<file path="src/rtl/pgmap_pkg.sv">
package pgmap_pkg;

    localparam int OFF_W   = 8;
    localparam int PG_W    = 3;
    localparam int PHYS_W  = OFF_W + PG_W;
    localparam int NUM_PTR = 5;
    localparam int CLS_W   = 3;
    localparam int SEL_W   = 3;

    typedef enum logic [CLS_W-1:0] {
        ACC_PLAIN = 3'd0,
        ACC_INDEX = 3'd1,
        ACC_STACK = 3'd2,
        ACC_MVRD  = 3'd3,
        ACC_MVWR  = 3'd4
    } acc_class_e;

    typedef enum logic [SEL_W-1:0] {
        PTR_CUR = 3'd0,
        PTR_IDX = 3'd1,
        PTR_STK = 3'd2,
        PTR_MVR = 3'd3,
        PTR_MVW = 3'd4
    } ptr_sel_e;

    typedef logic [PG_W-1:0]  page_t;
    typedef logic [OFF_W-1:0] off_t;

    typedef struct packed {
        page_t cur;
        page_t idx;
        page_t stk;
        page_t mvr;
        page_t mvw;
    } page_file_t;

    typedef struct packed {
        page_t page;
        off_t  off;
    } phys_t;

    function automatic phys_t make_phys(page_t p, off_t o);
        phys_t r;
        r.page = p;
        r.off  = o;
        return r;
    endfunction

    // Plain, indexed and any unassigned code obey the page-mode enable.
    function automatic logic class_is_gated(logic [CLS_W-1:0] c);
        case (c)
            ACC_STACK, ACC_MVRD, ACC_MVWR: return 1'b0;
            default:                       return 1'b1;
        endcase
    endfunction

endpackage

</file>
<file path="src/rtl/pgmap_ptr_file.sv">
module pgmap_ptr_file
    import pgmap_pkg::*;
(
    input  logic               clk,
    input  logic               rst,
    input  logic               we,
    input  logic [SEL_W-1:0]   sel,
    input  page_t              wdata,
    output page_file_t         pages
);

    page_t ptr_q [NUM_PTR];

    for (genvar k = 0; k < NUM_PTR; k++) begin : g_ptr
        always_ff @(posedge clk) begin
            if (rst)
                ptr_q[k] <= '0;
            else if (we && sel == SEL_W'(k))
                ptr_q[k] <= wdata;
        end

        // a write to this slot appears after the edge
        p_ptr_load_r7: assert property (@(posedge clk) disable iff (rst)
            (we && sel == SEL_W'(k)) |=> (ptr_q[k] == $past(wdata)));

        // slot holds when not addressed
        p_ptr_hold_r7: assert property (@(posedge clk) disable iff (rst)
            !(we && sel == SEL_W'(k)) |=> $stable(ptr_q[k]));
    end

    always_comb begin
        pages.cur = ptr_q[PTR_CUR];
        pages.idx = ptr_q[PTR_IDX];
        pages.stk = ptr_q[PTR_STK];
        pages.mvr = ptr_q[PTR_MVR];
        pages.mvw = ptr_q[PTR_MVW];
    end

endmodule

</file>
<file path="src/rtl/pgmap_mode_ctl.sv">
module pgmap_mode_ctl (
    input  logic clk,
    input  logic rst,
    input  logic mode_we,
    input  logic mode_wdata,
    input  logic irq_enter,
    input  logic irq_return,
    output logic mode_on
);

    logic mode_q;
    logic saved_q;

    always_ff @(posedge clk) begin
        if (rst) begin
            mode_q  <= 1'b0;
            saved_q <= 1'b0;
        end else if (irq_enter) begin
            saved_q <= mode_q;
            mode_q  <= 1'b0;
        end else if (irq_return) begin
            mode_q  <= saved_q;
        end else if (mode_we) begin
            mode_q  <= mode_wdata;
        end
    end

    assign mode_on = mode_q;

    // entry always lands in page-mode off
    p_irq_clear_r9: assert property (@(posedge clk) disable iff (rst)
        irq_enter |=> !mode_q);

    // return restores the value held before entry
    p_irq_restore_r9: assert property (@(posedge clk) disable iff (rst)
        (irq_enter ##1 (irq_return && !irq_enter)) |=> (mode_q == $past(mode_q, 2)));

    // plain write with no interrupt event
    p_mode_write_r8: assert property (@(posedge clk) disable iff (rst)
        (mode_we && !irq_enter && !irq_return) |=> (mode_q == $past(mode_wdata)));

endmodule

</file>
<file path="src/rtl/pgmap_page_sel.sv">
module pgmap_page_sel
    import pgmap_pkg::*;
(
    input  logic [CLS_W-1:0] acc_class,
    input  logic             mode_on,
    input  page_file_t       pages,
    output page_t            page
);

    page_t raw;

    always_comb begin
        case (acc_class)
            ACC_INDEX: raw = pages.idx;
            ACC_STACK: raw = pages.stk;
            ACC_MVRD:  raw = pages.mvr;
            ACC_MVWR:  raw = pages.mvw;
            default:   raw = pages.cur;
        endcase
        if (class_is_gated(acc_class) && !mode_on)
            page = '0;
        else
            page = raw;
    end

endmodule

</file>
<file path="src/rtl/paged_sram_mapper.sv">
module paged_sram_mapper
    import pgmap_pkg::*;
(
    input  logic               clk,
    input  logic               rst,
    input  logic [OFF_W-1:0]   acc_addr,
    input  logic [CLS_W-1:0]   acc_class,
    input  logic               ptr_we,
    input  logic [SEL_W-1:0]   ptr_sel,
    input  logic [PG_W-1:0]    ptr_wdata,
    input  logic               mode_we,
    input  logic               mode_wdata,
    input  logic               irq_enter,
    input  logic               irq_return,
    output logic [PHYS_W-1:0]  phys_addr
);

    page_file_t pages;
    logic       mode_on;
    page_t      sel_page;
    phys_t      phys;

    pgmap_ptr_file u_ptrs (
        .clk   (clk),
        .rst   (rst),
        .we    (ptr_we),
        .sel   (ptr_sel),
        .wdata (ptr_wdata),
        .pages (pages)
    );

    pgmap_mode_ctl u_mode (
        .clk        (clk),
        .rst        (rst),
        .mode_we    (mode_we),
        .mode_wdata (mode_wdata),
        .irq_enter  (irq_enter),
        .irq_return (irq_return),
        .mode_on    (mode_on)
    );

    pgmap_page_sel u_sel (
        .acc_class (acc_class),
        .mode_on   (mode_on),
        .pages     (pages),
        .page      (sel_page)
    );

    always_comb phys = make_phys(sel_page, acc_addr);
    assign phys_addr = phys;

    // offset passes straight through
    p_offset_pass_r2: assert property (@(posedge clk) disable iff (rst)
        phys_addr[OFF_W-1:0] == acc_addr);

    // gated classes sit in page 0 while mode is off
    p_gated_zero_r3: assert property (@(posedge clk) disable iff (rst)
        (!mode_on && acc_class != ACC_STACK && acc_class != ACC_MVRD
         && acc_class != ACC_MVWR) |-> (phys_addr[PHYS_W-1:OFF_W] == '0));

    // stack traffic follows the stack pointer regardless of mode
    p_stack_page_r5: assert property (@(posedge clk) disable iff (rst)
        (acc_class == ACC_STACK) |-> (phys_addr[PHYS_W-1:OFF_W] == pages.stk));

    // move-indirect write follows its pointer regardless of mode
    p_mvwr_page_r6: assert property (@(posedge clk) disable iff (rst)
        (acc_class == ACC_MVWR) |-> (phys_addr[PHYS_W-1:OFF_W] == pages.mvw));

endmodule

</file>
<file path="config.mk">
export PLATFORM = sky130hd
export DESIGN_NAME = paged_sram_mapper
export DESIGN_NICKNAME = d
export VERILOG_FILES = /design/src/rtl/pgmap_pkg.sv /design/src/rtl/pgmap_ptr_file.sv /design/src/rtl/pgmap_mode_ctl.sv /design/src/rtl/pgmap_page_sel.sv /design/src/rtl/paged_sram_mapper.sv
export SDC_FILE = /design/constraint.sdc
export NUM_CORES = 1
export LEC_CHECK = 0
export BUFFER_PORTS_ARGS = -buffer_cell sky130_fd_sc_hd__buf_4
export CAP_MARGIN = 20
export CELL_PAD_IN_SITES_DETAIL_PLACEMENT = 0
export CELL_PAD_IN_SITES_GLOBAL_PLACEMENT = 1
export CORE_MARGIN = 2
export CORE_UTILIZATION = 34
export DETAILED_ROUTE_END_ITERATION = 16
export PLACE_DENSITY = 0.81
export SKIP_CTS_REPAIR_TIMING = 1
export SLEW_MARGIN = 20
export SYNTH_ARGS = -nofsm -noshare
export SYNTH_HDL_FRONTEND = slang
export SYNTH_SLANG_ARGS = --single-unit
</file>
<file path="constraint.sdc">
create_clock -name clk -period 1.2 [get_ports clk]
set_input_delay 0.3 -clock clk [delete_from_list [all_inputs] [get_ports clk]]
set_output_delay 0.3 -clock clk [all_outputs]
set_load 0.005 [all_outputs]
</file>
==> results by group <==
Outcome
  – Outcome: finished, violations left
  – Failing checks: negative setup slack

Floorplan
  – Initial Util: 0.363
  – DIE HEIGHT: 58.5 µm
  – Die area: 3420 µm²
  – Core area: between 2000 and 3000 µm²
  – Number of core rows: 19
  – I/O pin count: 35
  – Die span in x: 58.5 µm

Layout
  – NumNets Final: roughly 130
  – Syn-to-layout area delta: 19.2%
  – Share of cells above drive strength 1: 0.427
  – Final Cell Area: 1200 µm²
  – Post-Layout Cell Count: between 100 and 150
  – Total inserted antenna cells: 0

Logic synthesis
  – Seq/Total Area, Yosys: 0.486
  – Mapped Area: just over 1000 µm²
  – Yosys top cell area share: 0.447
  – Yosys cell types: 29
  – Synth warnings: 0
  – Post-synth top area cell: edfxtp_1
  – Avg Inst Size Synth: roughly 12 µm²
  – Post-synth EDFFs: 15
  – Post-Syn Instances: 84
  – Synth Flop Type: edfxtp_1
  – Net Count, Synth: 108
  – Top area cells in the synthesized netlist: edfxtp_1, and2_1, buf_4, dfxtp_1, nor3_2
  – Fraction of registers with async set/reset: 0
  – Register bit total from synthesis: 17

Route
  – Detail Route Antenna Nets: 0
  – Routed len/inst: 14.5 µm
  – Total number of vias: ~680
  – Avg Vias per Cell: 5.10
  – WL final: 1940 µm
  – First-pass DRT Iterations: 4
  – Drt initial violations: 17
  – DRC: 0

Critical path
  – Critical Path Fanout Max: 1
  – CP delay by family, top: flip-flops
  – Reg-to-Reg Start: u_mode.mode_on$_SDFFE_PP0P_
  – CP endpoint kind: output pin
  – Crit start category: flip-flop
  – Arr. time, crit path: 1450 ps
  – Reg2Reg Depth: 4
  – Cell chain of the critical path: nor4b_4, a211oi_2, o221a_1, buf_4
  – CP max-delay cell: edfxtp_1
  – Bufs and invs on worst path: 1
  – FF-to-FF End: u_mode.mode_on$_SDFFE_PP0P_
  – Worst setup path category: flip-flop to output pin
  – Worst path required time: 900 ps
  – Reg2Reg Setup Slack: 220 ps
  – CP peak stage delay: 440 ps

Clock tree
  – Clock transition at path regs: 90 ps
  – Root Buffer: clkbuf_4
  – Maximum root-to-sink buffer count: 2
  – CTS tree: built
  – H-tree depth: 1
  – Cts bufs inserted: 3
  – Clock Latency Late Sink: approximately 280 ps
  – CTS sink count: 17

Power
  – Pwr dens: between 900 and 1000 nW/µm²
  – Max rail drop VDD: 0.509 mV
  – Leak: 0.472 nW

Timing
  – Setup slack after layout: -549 ps
  – Slew @ Worst Pin: 317 ps
  – Setup violators final: 3
  – Slew margin rel.: 0.787
  – Clock period minus final worst setup slack: approximately 1700 ps
  – Final slew viol count: 0
  – Fmax: 572 MHz
  – Final hold vios: 0
  – Final period utilization: 1.46
  – RSZ-0062 raised after global routing: true
  – Skew final: ~0.14 ps

Placed design
  – Placer Congestion: 0.868
  – Placed Area: 1160 µm²
  – Post-DP HPWL: 1550 µm
  – IO Port Bufs: 18
  – Number of instances in the placed design: 130

Global routing
  – Number of global-route vias before repair: 743
  – GRT Residual Overflow: 0
  – Wire length of the first global-routing pass: 3170 µm
  – Gr usage total: 0.126
  – Initial antenna violation count: 0
  – Largest net degree at the start of global routing: 10

Flow run
  – Max Cap Viol: 0

Min path
  – Hold EP: u_mode.mode_on$_SDFFE_PP0P_
  – HP Class: input port to flip-flop
  – Worst Hold Launch: irq_enter
  – Worst hold path stage count: 2
-- power by group --
group,total [mW],internal (mW),switching [mW]
logic,0.207,0.110,0.0968
registers,0.691,0.678,0.0134
clock network,0.286,0.129,0.158
-- state kept, by name, summed over array words and instances, names as in the netlist --
name            flops
u_mode.mode_on      1
u_mode.saved_q      1
u_ptrs.ptr_q       15
-- layout by cell type (no fill, tap or decap), types with 2 or more instances in the layout --
cell type  Yosys  layout
a221oi_1       2       2
a31o_2         4       4
a32o_1         2       2
and2_1        15      15
buf_4          8      24
clkbuf_4       0       3
dfxtp_1        2       2
edfxtp_1      15      15
inv_1          4       4
mux2i_1        2       2
nand2b_1       2       2
nand3b_1       2       2
nor2_1         3       3
nor2b_1        2       2
nor3_2         4       4
o221a_1        3       3
-- layer usage --
layer	wire [µm]	vias to the layer above	global-route usage
met1	859	312	0.146
met2	932	23	0.201
met3	98	6	0.0176
li1	-	343	-
met4	50	0	0.110
met5	0	-	0
-- cell families after synthesis --
group	count (synthesis)	synth area share
and+or+nand+nor	36	0.262
DFF	17	0.486
AOI/OAI and AO/OA	14	0.127
buffers and inverters	13	0.0856
muxes	3	0.0310
xor gates and xnor gates	1	0.00869
-- stage by stage --
stage	hold WS (ps)	util	worst slack [ps]	TNS, ps	power [mW]
final	199	0.432	-549	-1300	1.18
after floorplan	379	-	-42.4	-127	0.816
after detailed placement	492	0.416	-357	-2500	0.904
after global placement	475	0.416	-324	-2040	0.897
after global routing	204	0.432	-619	-1510	1.24
after CTS	186	0.425	-568	-1350	1.19
-- worst reg2reg max path, delay by kind of cell, from the launching register on --
| family | cells | cell delay [ps] |
|---|---|---|
| buffers and inverters | 1 | 130 |
| AND/OR/NAND/NOR | 1 | 60 |
| flip-flops | 1 | 320 |
| multiplexers | 2 | 370 |
-- layout make-up --
type                            count  area, µm²
Timing Repair Buffer               24        180
Fill cell                         265       1580
Multi-Input combinational cell     54        452
Tap cell                           31       38.8
Inverter                            4       15.0
Clock buffer                        4       26.3
Sequential cell                    17        490
-- worst max-delay path by stage --
| stage | cells past startpoint | slack (ps) | start | to |
|---|---|---|---|---|
| CTS | 4 | -570 | u_ptrs.ptr_q[2][0]$_SDFFCE_PN0P_ | phys_addr[8] |
| finish | 4 | -550 | u_ptrs.ptr_q[2][0]$_SDFFCE_PN0P_ | phys_addr[8] |
| global route | 4 | -620 | u_ptrs.ptr_q[2][0]$_SDFFCE_PN0P_ | phys_addr[8] |
| detailed placement | 5 | -360 | acc_class[0] | phys_addr[8] |
| global placement | 5 | -320 | acc_class[2] | phys_addr[9] |
| floorplan | 3 | -40 | acc_class[2] | phys_addr[10] |
-- synth_stat cells (2+ instances only) --
library cell	instances
a31o_2	4
nor2_1	3
and2_1	15
nand3b_1	2
a32o_1	2
o221a_1	3
nor2b_1	2
mux2i_1	2
inv_1	4
buf_4	8
nand2b_1	2
dfxtp_1	2
a221oi_1	2
nor3_2	4
edfxtp_1	15
Power figures use the tool's default switching activity.
